File: src/rtl/wst_pkg.sv
package wst_pkg;

  typedef enum logic [2:0] {
    ST_IDLE        = 3'd0,
    ST_KICK_REQ    = 3'd1,
    ST_WAIT_REL    = 3'd2,
    ST_WAIT_SUPPLY = 3'd3,
    ST_PASS        = 3'd4,
    ST_FAIL        = 3'd5
  } seqState_t;

  // strobes from control to datapath
  typedef struct packed {
    logic kickStart;  // restart kick spacing, pulse now
    logic kickRun;    // test stays busy next cycle
    logic tmrClr;     // state changes: restart timeout count
  } dpCtl_t;

  function automatic logic isBusyState(seqState_t s);
    return (s == ST_KICK_REQ) || (s == ST_WAIT_REL) || (s == ST_WAIT_SUPPLY);
  endfunction

endpackage

File: src/rtl/wst_datapath.sv
module wst_datapath
  import wst_pkg::*;
#(
  parameter int KICK_PERIOD    = 500,
  parameter int REQ_TIMEOUT    = 2000,
  parameter int SUPPLY_TIMEOUT = 1000
) (
  input  logic   clk,
  input  logic   rstN,
  input  logic   tickEn,
  input  dpCtl_t ctl,
  output logic   kick,
  output logic   reqExpire,
  output logic   supExpire
);

  localparam int MaxTmo = (REQ_TIMEOUT > SUPPLY_TIMEOUT) ? REQ_TIMEOUT : SUPPLY_TIMEOUT;
  localparam int TmrW   = $clog2(MaxTmo + 1);
  localparam int KickW  = $clog2(KICK_PERIOD + 1);
  localparam logic [KickW-1:0] KickLast = KickW'(KICK_PERIOD - 1);
  localparam logic [TmrW-1:0]  ReqLast  = TmrW'(REQ_TIMEOUT - 1);
  localparam logic [TmrW-1:0]  SupLast  = TmrW'(SUPPLY_TIMEOUT - 1);

  logic [KickW-1:0] kickCnt;
  logic [TmrW-1:0]  tmr;
  logic             kickQ;

  // kick spacing generator
  always_ff @(posedge clk or negedge rstN) begin
    if (!rstN) begin
      kickQ   <= 1'b0;
      kickCnt <= '0;
    end else if (ctl.kickStart) begin
      kickQ   <= 1'b1;
      kickCnt <= '0;
    end else if (ctl.kickRun) begin
      if (tickEn) begin
        if (kickCnt == KickLast) begin
          kickQ   <= 1'b1;
          kickCnt <= '0;
        end else begin
          kickQ   <= 1'b0;
          kickCnt <= kickCnt + 1'b1;
        end
      end else begin
        kickQ <= 1'b0;
      end
    end else begin
      kickQ   <= 1'b0;
      kickCnt <= '0;
    end
  end

  // timeout counter, restarted on every state change
  always_ff @(posedge clk or negedge rstN) begin
    if (!rstN) begin
      tmr <= '0;
    end else if (ctl.tmrClr) begin
      tmr <= '0;
    end else if (tickEn && ctl.kickRun && (tmr != {TmrW{1'b1}})) begin
      tmr <= tmr + 1'b1;
    end
  end

  assign kick      = kickQ;
  assign reqExpire = tickEn && (tmr == ReqLast);
  assign supExpire = tickEn && (tmr == SupLast);


  kick_single_chk: assert property (@(posedge clk) disable iff (!rstN)
    kickQ |=> !kickQ)
    else $error("kick wider than one cycle");


  kick_only_running_chk: assert property (@(posedge clk) disable iff (!rstN)
    (!ctl.kickRun && !ctl.kickStart) |=> !kickQ)
    else $error("kick while not running");

endmodule

File: src/rtl/wst_ctrl.sv
module wst_ctrl
  import wst_pkg::*;
(
  input  logic   clk,
  input  logic   rstN,
  input  logic   startStb,
  input  logic   relAck,
  input  logic   voltLow,
  input  logic   supplyOk,
  input  logic   reqExpire,
  input  logic   supExpire,
  output dpCtl_t ctl,
  output logic   request,
  output logic   busy,
  output logic   pass,
  output logic   fail
);

  seqState_t state, nextState;
  logic      canStart;

  assign canStart = (state == ST_IDLE) || (state == ST_PASS) || (state == ST_FAIL);

  always_comb begin
    nextState = state;
    unique case (state)
      ST_IDLE:        if (startStb) nextState = ST_KICK_REQ;
      ST_KICK_REQ:    nextState = ST_WAIT_REL;
      ST_WAIT_REL: begin
        if (relAck)         nextState = voltLow ? ST_WAIT_SUPPLY : ST_FAIL;
        else if (reqExpire) nextState = ST_FAIL;
      end
      ST_WAIT_SUPPLY: begin
        if (supplyOk)       nextState = ST_PASS;
        else if (supExpire) nextState = ST_FAIL;
      end
      ST_PASS:        if (startStb) nextState = ST_KICK_REQ;
      ST_FAIL:        if (startStb) nextState = ST_KICK_REQ;
      default:        nextState = ST_IDLE;
    endcase
  end

  always_ff @(posedge clk or negedge rstN) begin
    if (!rstN) state <= ST_IDLE;
    else       state <= nextState;
  end

  always_comb begin
    ctl.kickStart = startStb && canStart;
    ctl.kickRun   = isBusyState(nextState);
    ctl.tmrClr    = (nextState != state);
  end

  assign request = (state == ST_KICK_REQ) || (state == ST_WAIT_REL);
  assign busy    = isBusyState(state);
  assign pass    = (state == ST_PASS);
  assign fail    = (state == ST_FAIL);


  req_hold_chk: assert property (@(posedge clk) disable iff (!rstN)
    (request && !relAck && !reqExpire) |=> request)
    else $error("request dropped early");


  rel_bad_volt_chk: assert property (@(posedge clk) disable iff (!rstN)
    (state == ST_WAIT_REL && relAck && !voltLow) |=> fail)
    else $error("release without low voltage not failed");


  rel_good_chk: assert property (@(posedge clk) disable iff (!rstN)
    (state == ST_WAIT_REL && relAck && voltLow) |=> (busy && !request))
    else $error("good release not accepted");


  supply_ok_chk: assert property (@(posedge clk) disable iff (!rstN)
    (state == ST_WAIT_SUPPLY && supplyOk) |=> pass)
    else $error("supply ok not passed");


  verdict_hold_chk: assert property (@(posedge clk) disable iff (!rstN)
    ((pass || fail) && !startStb) |=> $stable({pass, fail}))
    else $error("verdict not held");


  start_ignored_chk: assert property (@(posedge clk) disable iff (!rstN)
    (state == ST_WAIT_SUPPLY && startStb && !supplyOk && !supExpire) |=> (state == ST_WAIT_SUPPLY))
    else $error("start disturbed running test");

endmodule

File: src/rtl/wdt_selftest_seq.sv
module wdt_selftest_seq
  import wst_pkg::*;
#(
  parameter int KICK_PERIOD    = 500,
  parameter int REQ_TIMEOUT    = 2000,
  parameter int SUPPLY_TIMEOUT = 1000
) (
  input  logic clk,
  input  logic rstN,
  input  logic tickEn,
  input  logic startStb,
  input  logic relAck,
  input  logic voltLow,
  input  logic supplyOk,
  output logic kick,
  output logic request,
  output logic busy,
  output logic pass,
  output logic fail
);

  dpCtl_t ctl;
  logic   reqExpire;
  logic   supExpire;

  wst_ctrl uCtrl (
    .clk       (clk),
    .rstN      (rstN),
    .startStb  (startStb),
    .relAck    (relAck),
    .voltLow   (voltLow),
    .supplyOk  (supplyOk),
    .reqExpire (reqExpire),
    .supExpire (supExpire),
    .ctl       (ctl),
    .request   (request),
    .busy      (busy),
    .pass      (pass),
    .fail      (fail)
  );

  wst_datapath #(
    .KICK_PERIOD    (KICK_PERIOD),
    .REQ_TIMEOUT    (REQ_TIMEOUT),
    .SUPPLY_TIMEOUT (SUPPLY_TIMEOUT)
  ) uDp (
    .clk       (clk),
    .rstN      (rstN),
    .tickEn    (tickEn),
    .ctl       (ctl),
    .kick      (kick),
    .reqExpire (reqExpire),
    .supExpire (supExpire)
  );


  kick_in_busy_chk: assert property (@(posedge clk) disable iff (!rstN)
    kick |-> busy)
    else $error("kick outside test");


  verdict_excl_chk: assert property (@(posedge clk) disable iff (!rstN)
    !(pass && fail) && !((pass || fail) && busy))
    else $error("verdict overlap");

endmodule

File: config.mk
export PLATFORM = sky130hd
export DESIGN_NAME = wdt_selftest_seq
export DESIGN_NICKNAME = d
export VERILOG_FILES = /design/src/rtl/wst_pkg.sv /design/src/rtl/wst_datapath.sv /design/src/rtl/wst_ctrl.sv /design/src/rtl/wdt_selftest_seq.sv
export SDC_FILE = /design/constraint.sdc
export NUM_CORES = 1
export LEC_CHECK = 0
export BUFFER_PORTS_ARGS = -buffer_cell sky130_fd_sc_hd__buf_4
export CORE_MARGIN = 1.5
export CORE_UTILIZATION = 55
export CTS_CLUSTER_SIZE = 10
export DETAILED_ROUTE_END_ITERATION = 12
export PLACE_DENSITY = 0.74
export REMOVE_ABC_BUFFERS = 1
export SETUP_SLACK_MARGIN = 0.4
export SYNTH_ARGS = -nofsm -noshare
export SYNTH_HDL_FRONTEND = slang
export SYNTH_SLANG_ARGS = --single-unit
File: constraint.sdc
create_clock -name clk -period 2.8 [get_ports clk]
set_clock_uncertainty 0.2 [all_clocks]
set_input_delay 0.14 -clock clk [delete_from_list [all_inputs] [get_ports clk]]
set_output_delay 0.14 -clock clk [all_outputs]
set_load 0.03 [all_outputs]
==> results.txt, run 1 <==
----------------------------------------------------
[Global routing]
  Residual overflow from global routing ... 0
  Initial antenna violation count ... 0
  Largest net degree at the start of global routing ... 25
  All-Layer GR Usage ... 23.6%
  Number of global-route vias before repair ... 1,161
  First-pass GRT wire length ... 5.14 mm

[Clock tree]
  Clock buffer count from CTS ... 3
  Clock root buffer master ... clkbuf_4
  Clock transition at path regs ... 0.15 ns
  Later-pin clock latency in the skew report ... roughly 0.32 ns
  Maximum buffer depth of the clock tree ... 2
  Depth of the CTS H-tree ... 1
  Sink count of the clock tree ... 24
  Clock tree from TritonCTS ... yes

[Floorplanning]
  Horizontal extent of the die ... around 55 um
  Floorplan row count ... 18
  Die boundary height ... roughly 55 um
  Initial core utilization ... between 50% and 60%
  Die footprint ... approximately 3000 um^2
  Area of the core ... 2520 um^2
  Number of primary I/O pins ... 12

[Setup path]
  Path type of the worst setup path ... in -> reg
  CP Capture Type ... flop
  Crit. Startpoint ... tickEn
  Required time of the worst setup path ... between 2 and 3 ns
  Critical path launch point type ... input pin
  Critical register-to-register path startpoint ... uDp.tmr[3]
  Largest fanout on the critical path ... 8
  CP Data Arrival Time ... approximately 2.4 ns

[Synth]
  List of most frequent post-synthesis cells ... 24 x dfrtp_1, 19 x nor2_1, 15 x nand2_1, 8 x nand3_1, 8 x o21ai_0
  Number of distinct library cells after synthesis ... 48
  Commonest register cell after synthesis ... dfrtp_1
  Cell count after synthesis ... approximately 160
  Most frequent cell after synthesis ... dfrtp_1
  Number of enable-type register cells in the synthesized netlist ... 0
  Warnings from Yosys ... 0
  Area share of the leading cell type in the synthesized netlist ... a little over 40%
  Sequential-to-total area share from yosys stat ... 40.4%
  Fraction of registers with async set or reset after synthesis ... 100%
  Synthesized area per cell ... 9.18 um^2
  Library cell occupying the most area in the post-synthesis netlist ... dfrtp_1
  Register bit total from synthesis ... 24
  Cell Area, Synth ... roughly 1500 um^2
  Cells taking the most area after synthesis ... dfrtp_1 40%, nor2_1 4.8%, nand2_1 3.8%

[Cells and area]
  Share of cells above drive strength 1 ... 26.6%
  Layout overhead on the synthesized area ... 18.2%
  Finished Core Util ... 69.6%
  Finished layout cell area ... roughly 1800 um^2
  NumNets Final ... 194
  Number of diodes ... 0
  Total of fill cells in the finished design ... roughly 210

[Timing]
  Max transition margin ... about three fifths
  Endpoints failing setup ... 0
  Final period demand of the worst path ... roughly 2.4 ns
  Worst hold slack after final layout ... roughly 0.0006 ns
  Final Cycle Share ... 84.4%
  Setup repair after global routing missed its margin ... yes
  Fmax ... roughly 420 MHz
  Number of pins with negative max-slew slack in the final report ... 0
  Actual transition at the worst max-transition pin ... ~0.58 ns
  Hold Fails Final Rpt ... 0
  Post-Route Setup TNS ... 0 ns

[Detailed routing]
  Vias after detailed routing ... about 1,300
  Wire length per cell ... 16.1 um
  Post-DR vias/cell ... about 6.2
  Antenna-violating nets left ... 0
  Number of design-rule violations left by the first detailed-router iteration ... 27
  DRT Wirelength ... 3.44 mm
  Pre-antenna DRT Iters ... 4
  Total DRC errors in the routed layout ... 0

[Power]
  Peak supply drop ... roughly 0.66 mV
  Cell Pwr Density ... approximately 750 nW/um^2
  Static leakage ... about 0.0008 uW

[Place]
  Buffers on Ports ... 11
  Area after DPL ... between 1500 and 2000 um^2
  Placer Congestion ... a little under 0.9
  Dpl hpwl ... ~2.3 mm

[Worst hold path]
  Start point of the worst min-delay path ... supplyOk
  Tightest Hold Check Type ... in -> reg

[Run status]
  Result of the run ... complete, no violations

[Flow run]
  Reported max-cap violation count ... 0

----------------------------------------------------
final timing paths:
path | slack [ns] | cells past startpoint | endpoint
setup reg to reg | 0.46 | 7 | uDp.tmr[8]
setup / recovery | 0.44 | 9 | uDp.tmr[8]
hold / removal | 0.0006 | 4 | uCtrl.state[0]
min in group asynchronous | 0.04 | 2 | uDp.kickCnt[0]
hold reg to reg | 0.34 | 1 | uDp.kickCnt[0]
max in group asynchronous | 2.10 | 2 | uCtrl.state[2]
placed cells by master, fill, tap and decap left out, types with 2 or more instances in the layout:
master and n:
or3_1 2, and4b_1 2, a31oi_1 2, nor2_1 19
mux2i_1 2, nor3b_1 3, nor2b_1 2, nor3_1 2
nor4_1 2, xnor2_1 2, xor2_1 5, a211o_1 3
o21ai_0 8, nand4_1 3, buf_6 3, nand2_1 15
buf_4 18, a21oi_2 3, or2b_2 2, dfrtp_1 23
clkbuf_4 3, and3_1 3, or3_4 2, a21oi_1 5
and2b_2 2, dlygate4sd3_1 2, inv_1 7, nor3_2 2
o31ai_1 2, nand3_1 8, a21o_1 2
metrics by stage:
stage / instances / power, uW / setup slack [ns]
floorplan: 157 / 836 / 0.158
global placement: 200 / 1010 / 0.290
detailed placement: 200 / 1030 / 0.242
CTS: 212 / 1290 / 0.419
global route: 214 / 1400 / 0.370
finish: 214 / 1320 / 0.437
layout make-up:
class	instances	area [um^2]	share of cell area (%)
Clock buffer	4	36.3	2.07
Inverter	7	26.3	1.50
Multi-Input combinational cell	126	866	49.3
Sequential cell	24	602	34.3
Tap cell	30	37.5	2.14
Timing Repair Buffer	23	189	10.8
critical path: stages:
cell and delay (ns):
dlygate4sd3_1 0.55, buf_6 0.14, and4b_1 0.23, a311o_1 0.34, a32oi_2 0.22, buf_6 0.19, nand4_4 0.11, or3_4 0.36
a21oi_2 0.14
sequential cells by signal, summed over array words and instances (netlist names):
signal,count
uCtrl.state,3
uDp.kick,1
uDp.kickCnt,9
uDp.tmr,11
per-layer routing:
layer	vias to the layer above	wire [um]	GRT usage [%]
met5	-	0	0
met2	42	1710	40.3
met3	4	193	3.23
met4	0	25	6.50
li1	633	-	-
met1	657	1520	31.4
report_power, final:
part           switching (uW)  leakage, uW  total (uW)  internal, uW
Sequential               64.3     0.000328         454           390
Combinational             408     0.000444         678           270
Clock                     113    0.0000210         192          79.4
kinds of logic (layout without fill, tap and decap cells):
| kind of cell | count (synthesis) | after routing | share of synthesized area [%] |
|---|---|---|---|
| adder cells (fa/ha/maj) | 2 | 2 | 1.68 |
| multiplexers | 2 | 2 | 1.35 |
| flip-flops | 24 | 24 | 40.4 |
| XOR/XNOR | 7 | 7 | 4.12 |
| AND/OR/NAND/NOR | 79 | 79 | 30.1 |
| AO/OA/AOI/OAI | 36 | 36 | 17.2 |
| buffers and inverters | 12 | 34 | 5.13 |
repair_timing:
| item | in CTS | in global routing |
|---|---|---|
| pin swaps | 2 | 2 |
| setup endpoints to repair | 18 | 15 |
| hold buffers | 2 | 0 |
| gates resized for setup | 5 | 11 |
| setup buffers | 6 | 2 |
| endpoints found under the hold margin | 26 | 0 |
(Power assumes the default switching activity.)
==> inputs of run 2 (changes only) <==
- ABC_AREA: unset -> 1
- CORE_UTILIZATION: 55 -> 53
- PLACE_DENSITY: 0.74 -> 0.75
- clock period: 2.8 -> 1.9 ns (I/O delays scaled with it)
==> run 2 against run 1 <==
Against the previous run:
- the flow now finishes with violations (hold timing, setup timing)
- flip-flop and latch count unchanged
- largest cell class unchanged
- count of clock-buffer cells in the layout down 1
- sequential power up 48%
- first-iteration DRC count rose to 6.9 times the previous value
- hold slack worse by 0.039 ns
- final area up 30%
- power up 140%
- synthesized cell count up 30%
- setup slack worse by 0.69 ns
- final cell count up 37%
- core utilization up 13 points
==> results.txt, run 2 <==
----------------------------------------------------
[Run status]
  Result of the run ... complete, but fails checks
  Failing checks ... hold timing, setup timing

[Synth]
  Number of distinct library cells after synthesis ... 25 (-48%)
  Area share of the leading cell type in the synthesized netlist ... 38.9% (-1.5 points)
  Cells taking the most area after synthesis ... dfrtp_1 39%, nand3_1 12%, nand2_1 12%
  Library cell occupying the most area in the post-synthesis netlist ... dfrtp_1
  Commonest register cell after synthesis ... dfrtp_1
  List of most frequent post-synthesis cells ... 49 x nand2_1, 38 x nand3_1, 26 x inv_1, 24 x dfrtp_1, 12 x xor2_1
  Fraction of registers with async set or reset after synthesis ... 100% (unchanged)
  Cell Area, Synth ... 1550 um^2 (+4.0%)
  Sequential-to-total area share from yosys stat ... 38.9% (-1.5 points)
  Register bit total from synthesis ... 24 (unchanged)
  Number of enable-type register cells in the synthesized netlist ... 0 (unchanged)
  Most frequent cell after synthesis ... nand2_1
  Synthesized area per cell ... 7.32 um^2 (-20%)
  Cell count after synthesis ... 211 (+30%)
  Warnings from Yosys ... 0 (unchanged)

[Detailed routing]
  Post-DR vias/cell ... 6.19 (-0.84%)
  Wire length per cell ... 18.1 um (+13%)
  DRT Wirelength ... 5.33 mm (+55%)
  Total DRC errors in the routed layout ... 0 (unchanged)
  Pre-antenna DRT Iters ... 4 (unchanged)
  Number of design-rule violations left by the first detailed-router iteration ... 186 (+590%)
  Vias after detailed routing ... 1,820 (+36%)
  Antenna-violating nets left ... 0 (unchanged)

[Timing]
  Setup repair after global routing missed its margin ... yes
  Final Cycle Share ... 113%
  Hold Fails Final Rpt ... 2 (+2)
  Max transition margin ... 72.8% (+11 points)
  Number of pins with negative max-slew slack in the final report ... 0 (unchanged)
  Worst hold slack after final layout ... -0.0380 ns (-0.0386 ns)
  Actual transition at the worst max-transition pin ... 0.404 ns (-0.171 ns)
  Fmax ... roughly 470 MHz
  Final period demand of the worst path ... approximately 2.1 ns
  Final critical-path setup slack ... -0.248 ns (-0.686 ns)
  Endpoints failing setup ... 20 (+20)

[Place]
  Worst setup slack before clock tree synthesis ... -0.419 ns (-0.661 ns)
  Placer Congestion ... 0.945 (+6.1%)
  Post-placement cell count ... 275 (+38%)
  Dpl hpwl ... 2.83 mm (+26%)
  Buffers on Ports ... 11 (unchanged)

[Global routing]
  Busiest layer in global routing ... met2
  Number of global-route vias before repair ... 1,614 (+39%)
  All-Layer GR Usage ... 27.7% (+4.1 points)
  First-pass GRT wire length ... 7.09 mm (+38%)
  Largest net degree at the start of global routing ... 25 (unchanged)
  Global routing usage on met2 ... 47.5% (+7.2 points)
  Initial antenna violation count ... 0 (unchanged)
  Met1 Track Usage GR ... 34.2% (+2.8 points)
  Met3 track demand over resource ... 5.22% (+2.0 points)
  Residual overflow from global routing ... 0 (unchanged)

[Cells and area]
  Share of cells above drive strength 1 ... 40.3% (+14 points)
  Total of fill cells in the finished design ... 147 (-31%)
  Number of diodes ... 0 (unchanged)
  Largest registers ... uDp.tmr (11), uDp.kickCnt (9), uCtrl.state (3)
  Final standard cell count with taps included and fillers excluded ... 294 (+37%)
  Commonest cells after routing, fill and taps aside ... 38 x buf_4, 35 x nand2_1, 26 x nand3_1, 25 x inv_1, 22 x dfrtp_1
  Flip-flop count of the largest register after layout ... 11 (unchanged)
  Leading cell type in the layout, fill and taps excluded ... buf_4
  Layout overhead on the synthesized area ... 47.5%
  NumNets Final ... 273 (+41%)
  Largest reg by FF count ... uDp.tmr

[Setup path]
  Depth of the worst register-to-register path ... 12 (+5)
  Required time of the worst setup path ... 1.98 ns (-0.88 ns)
  CP Data Arrival Time ... 2.23 ns (-0.19 ns)
  Crit. Startpoint ... uDp.tmr[0]
  Critical register-to-register path startpoint ... uDp.tmr[0]
  Reg2reg setup slack ... -0.25 ns (-0.71 ns)
  CP Capture Type ... flop
  Path type of the worst setup path ... reg -> reg
  Largest fanout on the critical path ... 11 (+3)
  Critical path launch point type ... flop
  Reg2Reg Capture Point ... uDp.tmr[2]

[Worst hold path]
  Start point of the worst min-delay path ... startStb
  Worst Hold Path EP ... uCtrl.state[2]
  Tightest Hold Check Type ... in -> reg
  Count of cells along the worst hold path ... 4 (unchanged)

[Clock tree]
  Count of hold-fix buffers inserted at cts ... 3 (+1)
  Clock transition at path regs ... 0.14 ns (about the same)
  Maximum buffer depth of the clock tree ... 2 (unchanged)
  Later-pin clock latency in the skew report ... 0.33 ns (about the same)
  Depth of the CTS H-tree ... 1 (unchanged)
  Clock buffer count from CTS ... 3 (unchanged)
  Clock root buffer master ... clkbuf_4
  Clock tree from TritonCTS ... yes
  Sink count of the clock tree ... 24 (unchanged)

[Floorplanning]
  Die boundary height ... 57.0 um (+3.7%)
  Initial core utilization ... 56.0% (-2.9 points)
  Horizontal extent of the die ... 57.0 um (+3.7%)
  Floorplan row count ... 19 (+1)
  Die footprint ... 3250 um^2 (+7.4%)
  Number of primary I/O pins ... 12 (unchanged)
  Area of the core ... 2760 um^2 (+9.3%)

[Power]
  Cell Pwr Density ... 1380 nW/um^2 (+83%)
  Static leakage ... 0.00120 uW (+51%)
  Peak supply drop ... 1.54 mV (+130%)

[Flow run]
  Reported max-cap violation count ... 0 (unchanged)

----------------------------------------------------
## run 2: layout make-up
type | instances | area [um^2] | share of cell area [%]
repair buffers | 53 | 487 | 21.4
clock inverters | 1 | 30.0 | 1.32
multi-input cells | 151 | 978 | 42.9
clock buffers | 3 | 22.5 | 0.988
well taps | 31 | 38.8 | 1.70
flip-flops and latches | 24 | 603 | 26.5
inverters | 31 | 120 | 5.27
## run 2: cells by family after synthesis
family | after synthesis | synth area share (%)
compound gates | 17 | 6.40
xor+xnor | 13 | 7.37
fa+ha+maj | 2 | 1.62
buf+inv | 36 | 9.47
flops | 24 | 38.9
simple gates | 119 | 36.3
## run 2: report_power, final
part	total (uW)	leakage [uW]	internal (uW)	switching, uW
logic	2090	0.000843	939	1150
registers	671	0.000326	583	88.4
clock network	387	0.0000279	214	173
## run 2: layer usage
| layer | vias up | part of all wire (%) |
|---|---|---|
| li1 | 787 | - |
| met1 | 868 | 38 |
| met2 | 127 | 49 |
| met3 | 38 | 7.2 |
| met4 | 0 | 5.7 |
| met5 | - | 0 |
## run 2: worst max path at each step
stage / cells past startpoint / endpoint / slack [ns]
2_1_floorplan: 10 / uDp.tmr[0] / -0.10
3_3_place_gp: 10 / uDp.tmr[0] / -0.30
3_5_place_dp: 10 / uDp.tmr[0] / -0.42
4_1_cts: 11 / uDp.kickCnt[8] / 0.0003
5_1_grt: 11 / uDp.tmr[6] / -0.37
6_report: 12 / uDp.tmr[2] / -0.25
## run 2: worst max-delay path, stage by stage, from the launching register on
cell and delay [ns]:
dfrtp_1 0.45, ha_4 0.18, nand3_2 0.10, nor2_2 0.12, nand2_2 0.10, nand2_1 0.11, nand2_2 0.08, nand3_2 0.08
nand2_2 0.07, nor2_4 0.23, clkbuf_16 0.21, nand3_1 0.08, nand2_1 0.08
## run 2: what timing repair did
| action | CTS | global route |
|---|---|---|
| endpoints found under the hold margin | 30 | 4 |
| endpoints found under the setup margin | 26 | 27 |
| gates cloned | 1 | 2 |
| setup buffers | 2 | 7 |
| gates resized for setup | 28 | 32 |
| pin swaps | 4 | 3 |
## run 2: through the flow
stage / power [uW] / setup TNS (ns) / instance area (um^2) / utilization (%)
after detailed placement: 1890 / -4.92 / 1850 / 67.2
final: 3150 / -3.63 / 2280 / 82.7
after CTS: 2500 / 0 / 2070 / 75.0
after floorplan: 1340 / -1.12 / 1520 / -
after global routing: 3250 / -6.21 / 2280 / 82.7
after global placement: 1850 / -3.56 / 1850 / 67.2
==> inputs of run 3 (changes only) <==
- CELL_PAD_IN_SITES_DETAIL_PLACEMENT: unset -> 1
- CELL_PAD_IN_SITES_GLOBAL_PLACEMENT: unset -> 1
- CORE_UTILIZATION: 53 -> 39
- PLACE_DENSITY: 0.75 -> unset
- PLACE_DENSITY_LB_ADDON: unset -> 0.1
- SYNTH_HIERARCHICAL: unset -> 1
==> run 3 against run 2 <==
Against the previous run:
- the flow finishes with violations (setup timing)
- non-clock buffer count up 17
- via count up 7.3%
- fmax down 10%
- setup slack worse by 0.25 ns
- final area up 12%
- wire length up 42%
- count of clock-buffer cells in the layout unchanged
- combinational power down 4%
- first-iteration DRC count down 48%
- largest cell class unchanged
==> results.txt, run 3 <==
----------------------------------------------------
[Run status]
  Result of the run ... complete, but fails checks
  Failing checks ... setup timing

[Cells and area]
  Number of diodes ... 0 (unchanged)
  Multi-input logic area ... 1100 um^2 (+13%)
  Layout overhead on the synthesized area ... 60.9%
  Finished Core Util ... 67.5% (-15 points)
  Leading cell type in the layout, fill and taps excluded ... buf_4
  Largest reg by FF count ... uDp/tmr
  Combined flip-flop and latch cell area ... 603 um^2 (unchanged)
  Total of fill cells in the finished design ... 439 (+200%)
  Commonest cells after routing, fill and taps aside ... 58 x buf_4, 43 x nand2_1, 23 x nand2_2, 22 x dfrtp_1, 20 x nand3_1
  NumNets Final ... 304 (+11%)
  Largest registers ... uDp/tmr (11), uDp/kickCnt (9), uCtrl/state (3)
  Share of cells above drive strength 1 ... 53.1% (+13 points)
  Flip-flop count of the largest register after layout ... 11 (unchanged)

[Clock tree]
  Depth of the CTS H-tree ... 1 (unchanged)
  Maximum buffer depth of the clock tree ... 2 (unchanged)
  Count of hold-fix buffers inserted at cts ... 1 (-2)
  Clock root buffer master ... clkbuf_8
  Clock tree from TritonCTS ... yes
  Clock buffer count from CTS ... 3 (unchanged)
  Later-pin clock latency in the skew report ... 0.28 ns (-0.05 ns)
  Clock transition at path regs ... 0.10 ns (-0.04 ns)
  Sink count of the clock tree ... 24 (unchanged)

[Power]
  Internal Pwr Total ... 1690 uW (-2.8%)
  Comb power frac ... 63.5% (-2.9 points)
  Net Sw Power ... 1470 uW (+4.4%)
  Cell Pwr Density ... 1240 nW/um^2 (-10%)
  Share of power burned in registers ... 21.1% (-0.2 points)
  Peak supply drop ... 0.967 mV (-37%)
  Static leakage ... 0.00126 uW (+5.1%)
  Portion of total power attributed to the clock network ... 15.4% (+3.1 points)
  Switch share ... 46.6% (+1.8 points)

[Setup path]
  Largest fanout on the critical path ... 4 (-7)
  Worst path most repeated cell ... nand2_2
  Required time of the worst setup path ... 1.93 ns (-0.05 ns)
  Crit. Startpoint ... uDp/tmr[10]
  Critical register-to-register path startpoint ... uDp/tmr[10]
  CP cell instances ... inv_1 > nor2_2 > nand3_1 > nor3_2 > inv_1 > nand2_2 > o21ai_2 > nand2_2 > o211ai_1 > nand2_1 > inv_2 > nand2_2 > a21oi_4 > nand3_1 > nand2_1
  CP Data Arrival Time ... 2.42 ns (+0.19 ns)
  Slowest Stage Delay on Critical Path ... 0.42 ns (-0.03 ns)
  Depth of the worst register-to-register path ... 15 (+3)
  CP Capture Type ... flop
  Path type of the worst setup path ... reg -> reg
  Critical path launch point type ... flop
  Worst path slowest cell ... dfrtp_1

[Detailed routing]
  DRT Wirelength ... 7.56 mm (+42%)
  Total DRC errors in the routed layout ... 0 (unchanged)
  Vias after detailed routing ... 1,953 (+7.3%)
  Number of design-rule violations left by the first detailed-router iteration ... 97 (-48%)
  Antenna-violating nets left ... 0 (unchanged)
  Post-DR vias/cell ... 5.71 (-7.8%)
  Pre-antenna DRT Iters ... 4 (unchanged)
  Wire length per cell ... 22.1 um (+22%)

[Timing]
  Actual transition at the worst max-transition pin ... 0.344 ns (-0.0607 ns)
  Final critical-path setup slack ... -0.496 ns (-0.248 ns)
  Final Cycle Share ... 126% (+13 points)
  Final period demand of the worst path ... 2.40 ns (+0.248 ns)
  Fmax ... 417 MHz (-10%)
  Number of pins with negative max-slew slack in the final report ... 0 (unchanged)
  Setup repair after global routing missed its margin ... yes
  Endpoints failing setup ... 22 (+10%)
  Worst hold slack after final layout ... 0.00285 ns (+0.0409 ns)
  Max transition margin ... 77.1% (+4.3 points)
  Hold Fails Final Rpt ... 0 (-2)

[Flow run]
  Reported max-cap violation count ... 0 (unchanged)

[Place]
  Placer Congestion ... 0.827 (-12%)
  Buffers on Ports ... 11 (unchanged)
  Dpl hpwl ... 3.56 mm (+26%)

[Synth]
  Commonest register cell after synthesis ... dfrtp_1
  Number of distinct library cells after synthesis ... 29 (+16%)
  Cells taking the most area after synthesis ... dfrtp_1 38%, nand2_1 16%, nand3_1 7.9%
  Sequential-to-total area share from yosys stat ... 37.9% (-0.92 points)
  Cell count after synthesis ... 221 (+4.7%)
  Register bit total from synthesis ... 24 (unchanged)
  Library cell occupying the most area in the post-synthesis netlist ... dfrtp_1
  Cell Area, Synth ... 1580 um^2 (+2.4%)
  Synthesized area per cell ... 7.16 um^2 (-2.2%)
  Fraction of registers with async set or reset after synthesis ... 100% (unchanged)
  Warnings from Yosys ... 6 (+6)
  Most frequent cell after synthesis ... nand2_1
  Area share of the leading cell type in the synthesized netlist ... 37.9% (-0.92 points)
  List of most frequent post-synthesis cells ... 67 x nand2_1, 25 x nand3_1, 24 x dfrtp_1, 20 x inv_1, 13 x nor2_1
  Number of enable-type register cells in the synthesized netlist ... 0 (unchanged)

[Floorplanning]
  Number of primary I/O pins ... 12 (unchanged)
  Die boundary height ... 66.7 um (+17%)
  Die footprint ... 4450 um^2 (+37%)
  Area of the core ... 3770 um^2 (+37%)
  Initial core utilization ... 42.0% (-14 points)
  Horizontal extent of the die ... 66.7 um (+17%)
  Floorplan row count ... 22 (+3)

[Global routing]
  Residual overflow from global routing ... 0 (unchanged)
  Initial antenna violation count ... 0 (unchanged)
  Number of global-route vias before repair ... 1,969 (+22%)
  Largest net degree at the start of global routing ... 25 (unchanged)
  First-pass GRT wire length ... 9.69 mm (+37%)
  All-Layer GR Usage ... 29.5% (+1.8 points)

[Worst hold path]
  Tightest Hold Check Type ... in -> reg
  Start point of the worst min-delay path ... startStb
  Count of cells along the worst hold path ... 3 (-1)

----------------------------------------------------
-- run 3: changes by cell type after synthesis, sizes merged, moves of 4 or more --
cell,previous run,this run
nand2,51,74
nand3,38,27
xor2,12,4
nor2,16,22
nand4,6,10
o21ai,12,8
-- run 3: power by group through the flow --
stage                     clock network (uW)  registers [uW]  logic (uW)
final                                    486             666        2010
after global routing                     499             669        2080
after CTS                                477             668        1500
after detailed placement                   0             667        1160
after global placement                     0             661        1120
after floorplan                            0             664         640
-- run 3: worst max-delay path: cells and delay by family, from the launching register on --
| kind | cells | cell delay (ns) |
|---|---|---|
| AO/OA/AOI/OAI | 3 | 0.49 |
| buffers and inverters | 3 | 0.36 |
| flip-flops | 1 | 0.42 |
| AND/OR/NAND/NOR | 9 | 0.85 |
-- run 3: cells by family after synthesis --
logic type | share of synthesized area, %
AND/OR/NAND/NOR | 42.9
buffers and inverters | 8.30
flip-flops | 37.9
AO/OA/AOI/OAI | 6.48
XOR/XNOR | 2.77
adder cells (fa/ha/maj) | 1.58
-- run 3: what timing repair did --
item,in CTS,in global routing
pin swaps,13,12
gates resized for setup,35,51
setup buffers,22,5
hold endpoints to repair,25,1
setup endpoints to repair,27,28
cloned,1,0
-- run 3: worst paths after layout --
| path | end | slack, ns |
|---|---|---|
| max | uDp/kickCnt[7] | -0.50 |
| max in group asynchronous | uCtrl/state[2] | 1.16 |
| min in group asynchronous | uDp/tmr[2] | 0.07 |
| min reg2reg | uDp/kickCnt[6] | 0.37 |
| max reg2reg | uDp/kickCnt[7] | -0.50 |
| min | uCtrl/state[0] | 0.003 |
-- run 3: stage by stage --
step	power, uW	setup TNS (ns)	instance area, um^2	cells	worst slack, ns
5_1_grt	3250	-11.34	2550	342	-0.589
3_3_place_gp	1780	-5.30	1950	309	-0.326
6_report	3160	-9.17	2550	342	-0.496
3_5_place_dp	1820	-7.34	1950	309	-0.473
2_1_floorplan	1300	-2.21	1570	219	-0.199
4_1_cts	2640	-4.35	2320	337	-0.234
-- run 3: cell type report --
class | instances | share of cell area (%)
Clock inverter | 1 | 1.18
Clock buffer | 3 | 1.62
Timing Repair Buffer | 70 | 22.4
Tap cell | 48 | 2.36
Inverter | 31 | 5.16
Sequential cell | 24 | 23.7
Timing Repair inverter | 1 | 0.344
Multi-Input combinational cell | 164 | 43.3
-- run 3: routing by layer --
layer  GRT usage, %  part of all wire (%)
met1           34.5                    39
met2           54.6                    52
met3           3.38                   3.9
met4           11.2                   5.1
met5              0                     0
